$ cat src/rtl/bsad_pkg.sv
package bsad_pkg;
  localparam logic [6:0] OPC_PACKED = 7'b1111111;
  localparam logic [2:0] F3_SAD     = 3'b000;
  localparam logic [6:0] F7_PLAIN   = 7'b1111110;
  localparam logic [6:0] F7_ACCUM   = 7'b1111111;

  typedef enum logic [1:0] {
    OP_PLAIN = 2'd0,
    OP_ACCUM = 2'd1,
    OP_BAD   = 2'd2
  } sad_op_e;
endpackage

$ cat src/rtl/bsad_decode.sv
module bsad_decode
  import bsad_pkg::*;
(
  input  logic [31:0] insn,
  output sad_op_e     op
);
  logic unused_fields;
  assign unused_fields = ^{insn[24:15], insn[11:7]};

  always_comb begin
    op = OP_BAD;
    if (insn[6:0] == OPC_PACKED && insn[14:12] == F3_SAD) begin
      if (insn[31:25] == F7_PLAIN)      op = OP_PLAIN;
      else if (insn[31:25] == F7_ACCUM) op = OP_ACCUM;
    end
  end
endmodule

$ cat src/rtl/bsad_absdiff.sv
module bsad_absdiff #(
  parameter int W = 8
) (
  input  logic [W-1:0] a,
  input  logic [W-1:0] b,
  output logic [W-1:0] d
);
  always_comb d = (a >= b) ? (a - b) : (b - a);
endmodule

$ cat src/rtl/bsad_tree.sv
module bsad_tree #(
  parameter int LANES = 8,
  parameter int SUM_W = 11
) (
  input  logic [LANES*8-1:0] diffs,
  output logic [SUM_W-1:0]   sum
);
  always_comb begin
    sum = '0;
    for (int i = 0; i < LANES; i++)
      sum = sum + {{(SUM_W-8){1'b0}}, diffs[i*8 +: 8]};
  end
endmodule

$ cat src/rtl/bsad_unit.sv
module bsad_unit
  import bsad_pkg::*;
#(
  parameter int XLEN = 64
) (
  input  logic            clk,
  input  logic            rst_n,
  input  logic            in_valid,
  output logic            in_ready,
  input  logic [31:0]     in_insn,
  input  logic [XLEN-1:0] in_rs1,
  input  logic [XLEN-1:0] in_rs2,
  input  logic [XLEN-1:0] in_rd,
  output logic            out_valid,
  input  logic            out_ready,
  output logic [XLEN-1:0] out_result,
  output logic            out_illegal
);
  localparam int LANES = XLEN / 8;
  localparam int SUM_W = $clog2(LANES * 255 + 1);

  // stage 0: decode and lane differences (combinational)
  sad_op_e          op0;
  logic [XLEN-1:0]  diffs0;
  logic [SUM_W-1:0] sum0;

  bsad_decode u_dec (.insn(in_insn), .op(op0));

  for (genvar g = 0; g < LANES; g++) begin : g_lane
    bsad_absdiff #(.W(8)) u_ad (
      .a(in_rs1[g*8 +: 8]),
      .b(in_rs2[g*8 +: 8]),
      .d(diffs0[g*8 +: 8])
    );
  end

  bsad_tree #(.LANES(LANES), .SUM_W(SUM_W)) u_tree (.diffs(diffs0), .sum(sum0));

  // pipeline control
  logic v1, v2, s1_adv, s2_adv;
  assign s2_adv   = !v2 || out_ready;
  assign s1_adv   = !v1 || s2_adv;
  assign in_ready = s1_adv;

  // stage 1 registers
  sad_op_e          op1;
  logic [SUM_W-1:0] sum1;
  logic [XLEN-1:0]  rd1;

  always_ff @(posedge clk) begin
    if (!rst_n) begin
      v1   <= 1'b0;
      op1  <= OP_BAD;
      sum1 <= '0;
      rd1  <= '0;
    end else if (s1_adv) begin
      v1 <= in_valid;
      if (in_valid) begin
        op1  <= op0;
        sum1 <= sum0;
        rd1  <= in_rd;
      end
    end
  end

  // stage 2: fold in destination, register result
  logic [XLEN-1:0] sum1_ext, res1;
  sad_op_e         op2;
  logic [XLEN-1:0] res2;

  assign sum1_ext = {{(XLEN-SUM_W){1'b0}}, sum1};

  always_comb begin
    unique case (op1)
      OP_PLAIN: res1 = sum1_ext;
      OP_ACCUM: res1 = rd1 + sum1_ext;
      default:  res1 = '0;
    endcase
  end

  always_ff @(posedge clk) begin
    if (!rst_n) begin
      v2   <= 1'b0;
      op2  <= OP_BAD;
      res2 <= '0;
    end else if (s2_adv) begin
      v2 <= v1;
      if (v1) begin
        op2  <= op1;
        res2 <= res1;
      end
    end
  end

  assign out_valid   = v2;
  assign out_result  = res2;
  assign out_illegal = (op2 == OP_BAD);

  // assertions
  p_stage_load_r6: assert property (@(posedge clk) disable iff (!rst_n)
    (in_valid && in_ready) |=> v1);

  p_s1_hold_r8: assert property (@(posedge clk) disable iff (!rst_n)
    (v1 && !s2_adv) |=> (v1 && $stable(sum1) && $stable(rd1)));

  p_out_hold_r8: assert property (@(posedge clk) disable iff (!rst_n)
    (out_valid && !out_ready) |=> (out_valid && $stable(out_result) && $stable(out_illegal)));

  p_plain_fits_r2: assert property (@(posedge clk) disable iff (!rst_n)
    (v2 && op2 == OP_PLAIN) |-> ((res2 >> SUM_W) == '0));

  p_illegal_zero_r5: assert property (@(posedge clk) disable iff (!rst_n)
    (out_valid && out_illegal) |-> (out_result == '0));
endmodule

$ cat config.mk
export PLATFORM = sky130hd
export DESIGN_NAME = bsad_unit
export DESIGN_NICKNAME = d
export VERILOG_FILES = /design/src/rtl/bsad_pkg.sv /design/src/rtl/bsad_decode.sv /design/src/rtl/bsad_absdiff.sv /design/src/rtl/bsad_tree.sv /design/src/rtl/bsad_unit.sv
export SDC_FILE = /design/constraint.sdc
export NUM_CORES = 1
export LEC_CHECK = 0
export ABC_CLOCK_PERIOD_IN_PS = 7600
export BUFFER_PORTS_ARGS = -buffer_cell sky130_fd_sc_hd__buf_4
export CAP_MARGIN = 20
export CORE_MARGIN = 2
export CORE_UTILIZATION = 38
export DETAILED_ROUTE_END_ITERATION = 12
export MAX_ROUTING_LAYER = met4
export SYNTH_ARGS = -nofsm -noshare
export SYNTH_HDL_FRONTEND = slang
export SYNTH_SLANG_ARGS = --single-unit
export TNS_END_PERCENT = 10
$ cat constraint.sdc
create_clock -name clk -period 7.6 [get_ports clk]
set_clock_uncertainty 0.1 [all_clocks]
set_input_delay 0 -clock clk [delete_from_list [all_inputs] [get_ports clk]]
set_output_delay 0 -clock clk [all_outputs]
set_load 0.01 [all_outputs]
==> impl_metrics.ini, run 1 <==
[run_status]
status = finished, final reports clean

[synth]
syn_area_per_cell_um2 = 8.076
synth.most_common_cell = nand2_1
syn-cell-area_um2 = 13320
yosysUniqueCellTypes = 72
async_flop_share = 0
synth_top_cell_by_area = dfxtp_1
yosysWarnings = 0
yosysTopAreaCellShare = 0.2180
ys_dominant_reg_cell = dfxtp_1
synth_fp_nets = 2087
syn_inst = 1649
synth.top_cells.by_count = nand2_1 (264), inv_1 (229), ha_1 (154)
synth_seq_area_share = 0.2180
ys_seq_elements = 145
synth_area_leaders = dfxtp_1 (22%), ha_1 (14%), fa_1 (8.4%)
synth_edf_count = 0

[cts]
cts_max_level = 4
tritoncts = built
post-cts-setup-buffers = 0
numCtsBuffers = 17
cts.sinks = 145
cts.clk_slew.worst_paths_ns = 0.06
clock-root-buffer = clkbuf_16
clock_latency_ns = 0.42
cts_max_path_buffers = 2

[sta]
period_needed_ns = 6.844
tightest_slew_ns = 1.045
rsz0062_at_grt = false
min_period_over_period = 0.9005
tns_ns = 0
hold_viol = 0
max_freq_mhz = 146.1
holdWs_ns = 0.07691
setup_viol = 0
maxSlewViolCount = 0
finalWorstSetupSlack_ns = 0.7562
slew_headroom = 0.3025

[placed_design]
dp_hpwl_mm = 27.50
dpl_cell_area_um2 = 15840
placed_cells = 2338
dp_worst_setup_slack_ns = 0.3080
routabilityCongestion = 0.8470
io_buffers = 279

[power_and_ir_drop]
p_comb_frac = 0.729
swShare = 0.4401
total_power_mw = 6.501
powerDensity_nw_per_um2 = 378.4
internal-power_mw = 3.640
p_leak_nw = 8.172
p_clk_frac = 0.139
power_switching_mw = 2.861
power_frac_seq = 0.132
peakVddDrop_uv = 649.2

[critical_path]
critPathTopFamily = adder cells
worstPathArrival_ns = 7.06
timing.critical_path.buf_inv = 7
crit_path_end_kind = register
cp-start-kind = primary input
required_ns = 7.82
critPathSlowestCell = fa_1
crit_type = in2reg
ff2ff_setup_slack_ns = 4.27
cp_slowest_stage_delay_ns = 0.54
cp_max_fo = 4

[route]
via_per_inst = 4.828
wl_met3_mm = 1.428
wl_mm = 34.31
wl_met2_mm = 16.69
dr.pass1.iters = 5
drt-met1-wl_mm = 15.96
wl_per_cell_um = 14.06
drc = 0
vias = 11780
dr.first_iter.drc_count = 448
ant_nets = 0
dr.max_layer_used = met4

[floorplan]
die_w_um = 191.2
core_um2 = 34540
rows = 68
die-area_um2 = 36560
die_h_um = 191.2
start_util = 0.3855
io-pin-count = 295

[cells_and_area]
fin_cells = 2440
nets = 2409
drive_gt1_frac = 0.1804
area_growth_pct = 29.02
final_util = 0.4974
finalInstanceArea_um2 = 17180

[hold_path]
hold_class = in2reg

[grt]
antenna_found_initial = 0
grt_pass1_wl_mm = 55.35
grt_max_degree = 94
grt_util_all_layers = 0.1896
grt_pass1_vias = 11620
grt-ovfl-total = 0

[run]
cap_violations = 0
-- timing repair --
item,4_1_cts,5_1_grt
hold endpoints to repair,67,0
hold buffers,68,0
gates resized for setup,0,0
-- power by group through the flow --
stage / combinational, mW / clock (mW) / sequential (mW)
finish: 4.74 / 0.901 / 0.858
floorplan: 3.87 / 0 / 0.863
CTS: 4.83 / 0.919 / 0.858
global route: 5.51 / 0.954 / 0.864
global placement: 4.71 / 0 / 0.873
detailed placement: 4.77 / 0 / 0.875
-- layer usage --
metal,track usage,up-vias
met1,0.2360,5397
met5,-,-
met4,0.03077,0
li1,-,6130
met2,0.3341,236
met3,0.02203,18
-- worst paths after layout --
check | startpoint | endpoint | cells after the start
worst min register to register | out_result[57] | out_result[57] | 2
worst min-delay path | rst_n | op2[1] | 2
worst max register to register | sum1[0] | out_result[62] | 10
worst max-delay path | in_rs1[0] | sum1[10] | 31
-- layout by cell type (no fill, tap or decap), types with 5 or more instances in the layout --
cell	count
nand4_1	12
o21a_1	6
dfxtp_1	145
o21ai_0	96
o21bai_1	18
mux2_2	18
dlygate4sd3_1	68
and3_1	8
a21boi_0	73
nand3_1	35
nand2_1	263
buf_4	285
fa_1	56
clkbuf_16	17
o21ai_1	7
a22oi_1	6
nor2b_1	18
a21oi_1	67
xnor2_1	79
and4_1	10
xor2_1	41
inv_1	229
mux2i_1	39
nand2b_1	7
a21o_1	46
nor3_1	15
a221oi_1	10
nor2_1	46
ha_1	154
and2_1	15
or3_1	5
a211oi_1	8
-- sequential cells by signal, indices dropped and copies added (netlist names) --
register	count
op2	2
out_valid	1
sum1	11
v1	1
op1	2
out_result	64
rd1	64
-- cell families (layout without fill, tap and decap cells) --
| group | Yosys count | in the layout | share of synthesized area |
|---|---|---|---|
| simple gates | 455 | 455 | 0.1560 |
| compound gates | 382 | 382 | 0.1941 |
| buf+inv | 280 | 615 | 0.07958 |
| fa+ha+maj | 210 | 210 | 0.2289 |
| flops | 145 | 145 | 0.2180 |
| xor+xnor | 120 | 120 | 0.07892 |
| mux | 57 | 57 | 0.04454 |
| other cells | 0 | 1 | 0 |
-- area by class of cell --
type                            instances  area [um2]
Antenna cell                            1       2.502
Clock buffer                           23       488.0
Clock inverter                          9       152.6
Fill cell                            3378       17360
Inverter                              229       859.6
Multi-Input combinational cell       1224        9366
Sequential cell                       145        2903
Tap cell                              455       569.3
Timing Repair Buffer                  354        2840
-- worst reg2reg max path: stages (launching register included) --
cell,delay (ns)
dfxtp_1,0.33
ha_1,0.22
fa_1,0.41
a21oi_1,0.23
o21ai_0,0.10
a21oi_1,0.32
nor4bb_1,0.17
o311ai_2,0.91
nor3_1,0.13
xnor2_1,0.20
o21ai_0,0.09
Note: power is estimated with default switching activity, not from simulation.
==> inputs of run 2 (changes only) <==
Settings changed: CORE_MARGIN 2 to unset.
==> impl_metrics.ini, run 2 (same netlist as run 1, synthesis figures left out) <==
[placed_design]
io_buffers = 279
dp_hpwl_mm = 27.10
dp_worst_setup_slack_ns = 0.2817
dpl_cell_area_um2 = 15840
routabilityCongestion = 0.8664

[power_and_ir_drop]
p_leak_nw = 8.168
power_frac_seq = 0.131
swShare = 0.4428
internal-power_mw = 3.650
peakVddDrop_uv = 669.2
p_clk_frac = 0.137
p_comb_frac = 0.732
powerDensity_nw_per_um2 = 381.6
total_power_mw = 6.550
power_switching_mw = 2.900

[critical_path]
r2r-start = sum1[0]
crit_end = sum1[10]
setup.worst_path.start = in_rs1[0]
cp_max_fo = 4
cp-start-kind = primary input
crit_type = in2reg
regToRegEndpoint = out_result[52]
critPathSlowestCell = fa_1
worst-r2r-cell-count = 10
worstPathArrival_ns = 7.07
crit_path_end_kind = register
required_ns = 7.81
ff2ff_setup_slack_ns = 4.24
cp_slowest_stage_delay_ns = 0.54

[grt]
antenna_found_initial = 2
grt_max_degree = 94
grt_util_all_layers = 0.1926
grt_pass1_wl_mm = 54.97
grt_pass1_vias = 11460
grt-ovfl-total = 0

[route]
ant_nets = 0
dr.pass1.iters = 5
wl_per_cell_um = 13.89
dr.first_iter.drc_count = 502
drc = 0
wl_mm = 33.88
vias = 11860
via_per_inst = 4.859

[floorplan]
core_um2 = 34540
start_util = 0.3855
die-area_um2 = 35800
rows = 68
die_h_um = 189.2
die_w_um = 189.2
io-pin-count = 295

[cts]
numCtsBuffers = 17
clock-root-buffer = clkbuf_16
clock_latency_ns = 0.42
cts_max_level = 4
cts.clk_slew.worst_paths_ns = 0.06
cts.sinks = 145
cts_resized = 0
tritoncts = built
cts_max_path_buffers = 2
ctsHoldBuffers = 68
post-cts-setup-buffers = 0

[cells_and_area]
fill_cells = 3406
drive_gt1_frac = 0.1795
final_cell_mix = buf_4 (285), nand2_1 (263), inv_1 (229), ha_1 (154), dfxtp_1 (145)
layout_commonest_cell = buf_4
nets = 2408
final-seq-area_um2 = 2903
area_growth_pct = 28.90
multi_input_area_um2 = 9366
finalInstanceArea_um2 = 17170

[sta]
setup_viol = 0
rsz0062_at_grt = false
hold_viol = 0
max_freq_mhz = 145.7
slew_headroom = 0.2776
tns_ns = 0
finalWorstSetupSlack_ns = 0.7375
min_period_over_period = 0.9030
maxSlewViolCount = 0
period_needed_ns = 6.862
tightest_slew_ns = 1.082

[hold_path]
hold_depth = 5
hold_class = in2reg

[run]
cap_violations = 0

[run_status]
status = finished, final reports clean
-- run 2: changes by cell type in the layout (fill, tap and decap cells not counted), sizes merged --
| cell | previous run | this run |
|---|---|---|
| clkinvlp | 3 | 1 |
| buf | 286 | 285 |
| clkinv | 2 | 3 |
| clkbuf | 23 | 24 |
| diode | 1 | 2 |
-- run 2: area by class of cell --
type | instances | area share
clock buffer | 24 | 0.02865
multi-input combinational | 1224 | 0.5457
sequential | 145 | 0.1691
antenna | 2 | 0.0002916
tap | 455 | 0.03317
inverter | 229 | 0.05008
clock inverter | 8 | 0.008747
timing repair buffer | 353 | 0.1643
-- run 2: worst min-delay path by stage --
stage / slack [ns] / startpoint / to
finish: 0.04 / in_insn[29] / op1[0]
floorplan: 0.04 / in_insn[25] / op1[0]
global route: 0.12 / rst_n / op2[1]
detailed placement: 0.16 / in_valid / v1
CTS: 0.06 / in_insn[29] / op1[0]
global placement: 0.15 / in_insn[25] / op1[0]
-- run 2: per-stage QoR --
stage | hold WS [ns] | cells | utilization
5_1_grt | 0.1182 | 2440 | 0.4969
4_1_cts | 0.06135 | 2438 | 0.4968
3_3_place_gp | 0.1524 | 2338 | 0.4585
6_report | 0.04270 | 2440 | 0.4969
2_1_floorplan | 0.03605 | 1649 | -
3_5_place_dp | 0.1628 | 2338 | 0.4585
-- run 2: critical path: cells and delay by family --
family | cells | cell delay (ns)
fa+ha+maj | 8 | 3.10
compound gates | 11 | 2.32
buf+inv | 7 | 0.58
xor+xnor | 2 | 0.42
mux | 1 | 0.34
simple gates | 2 | 0.30
-- run 2: power groups by stage --
stage | Combinational [mW] | Clock (mW) | Sequential, mW
finish | 4.79 | 0.899 | 0.858
CTS | 4.88 | 0.917 | 0.858
floorplan | 3.87 | 0 | 0.863
global route | 5.47 | 0.953 | 0.864
global placement | 4.70 | 0 | 0.872
detailed placement | 4.81 | 0 | 0.874
-- run 2: per-layer routing --
metal	up-vias	global-route usage	part of all wire
met5	-	-	0
met4	0	0.04311	0.013
met3	25	0.02002	0.042
met2	247	0.3347	0.49
met1	5453	0.2395	0.46
li1	6131	-	-
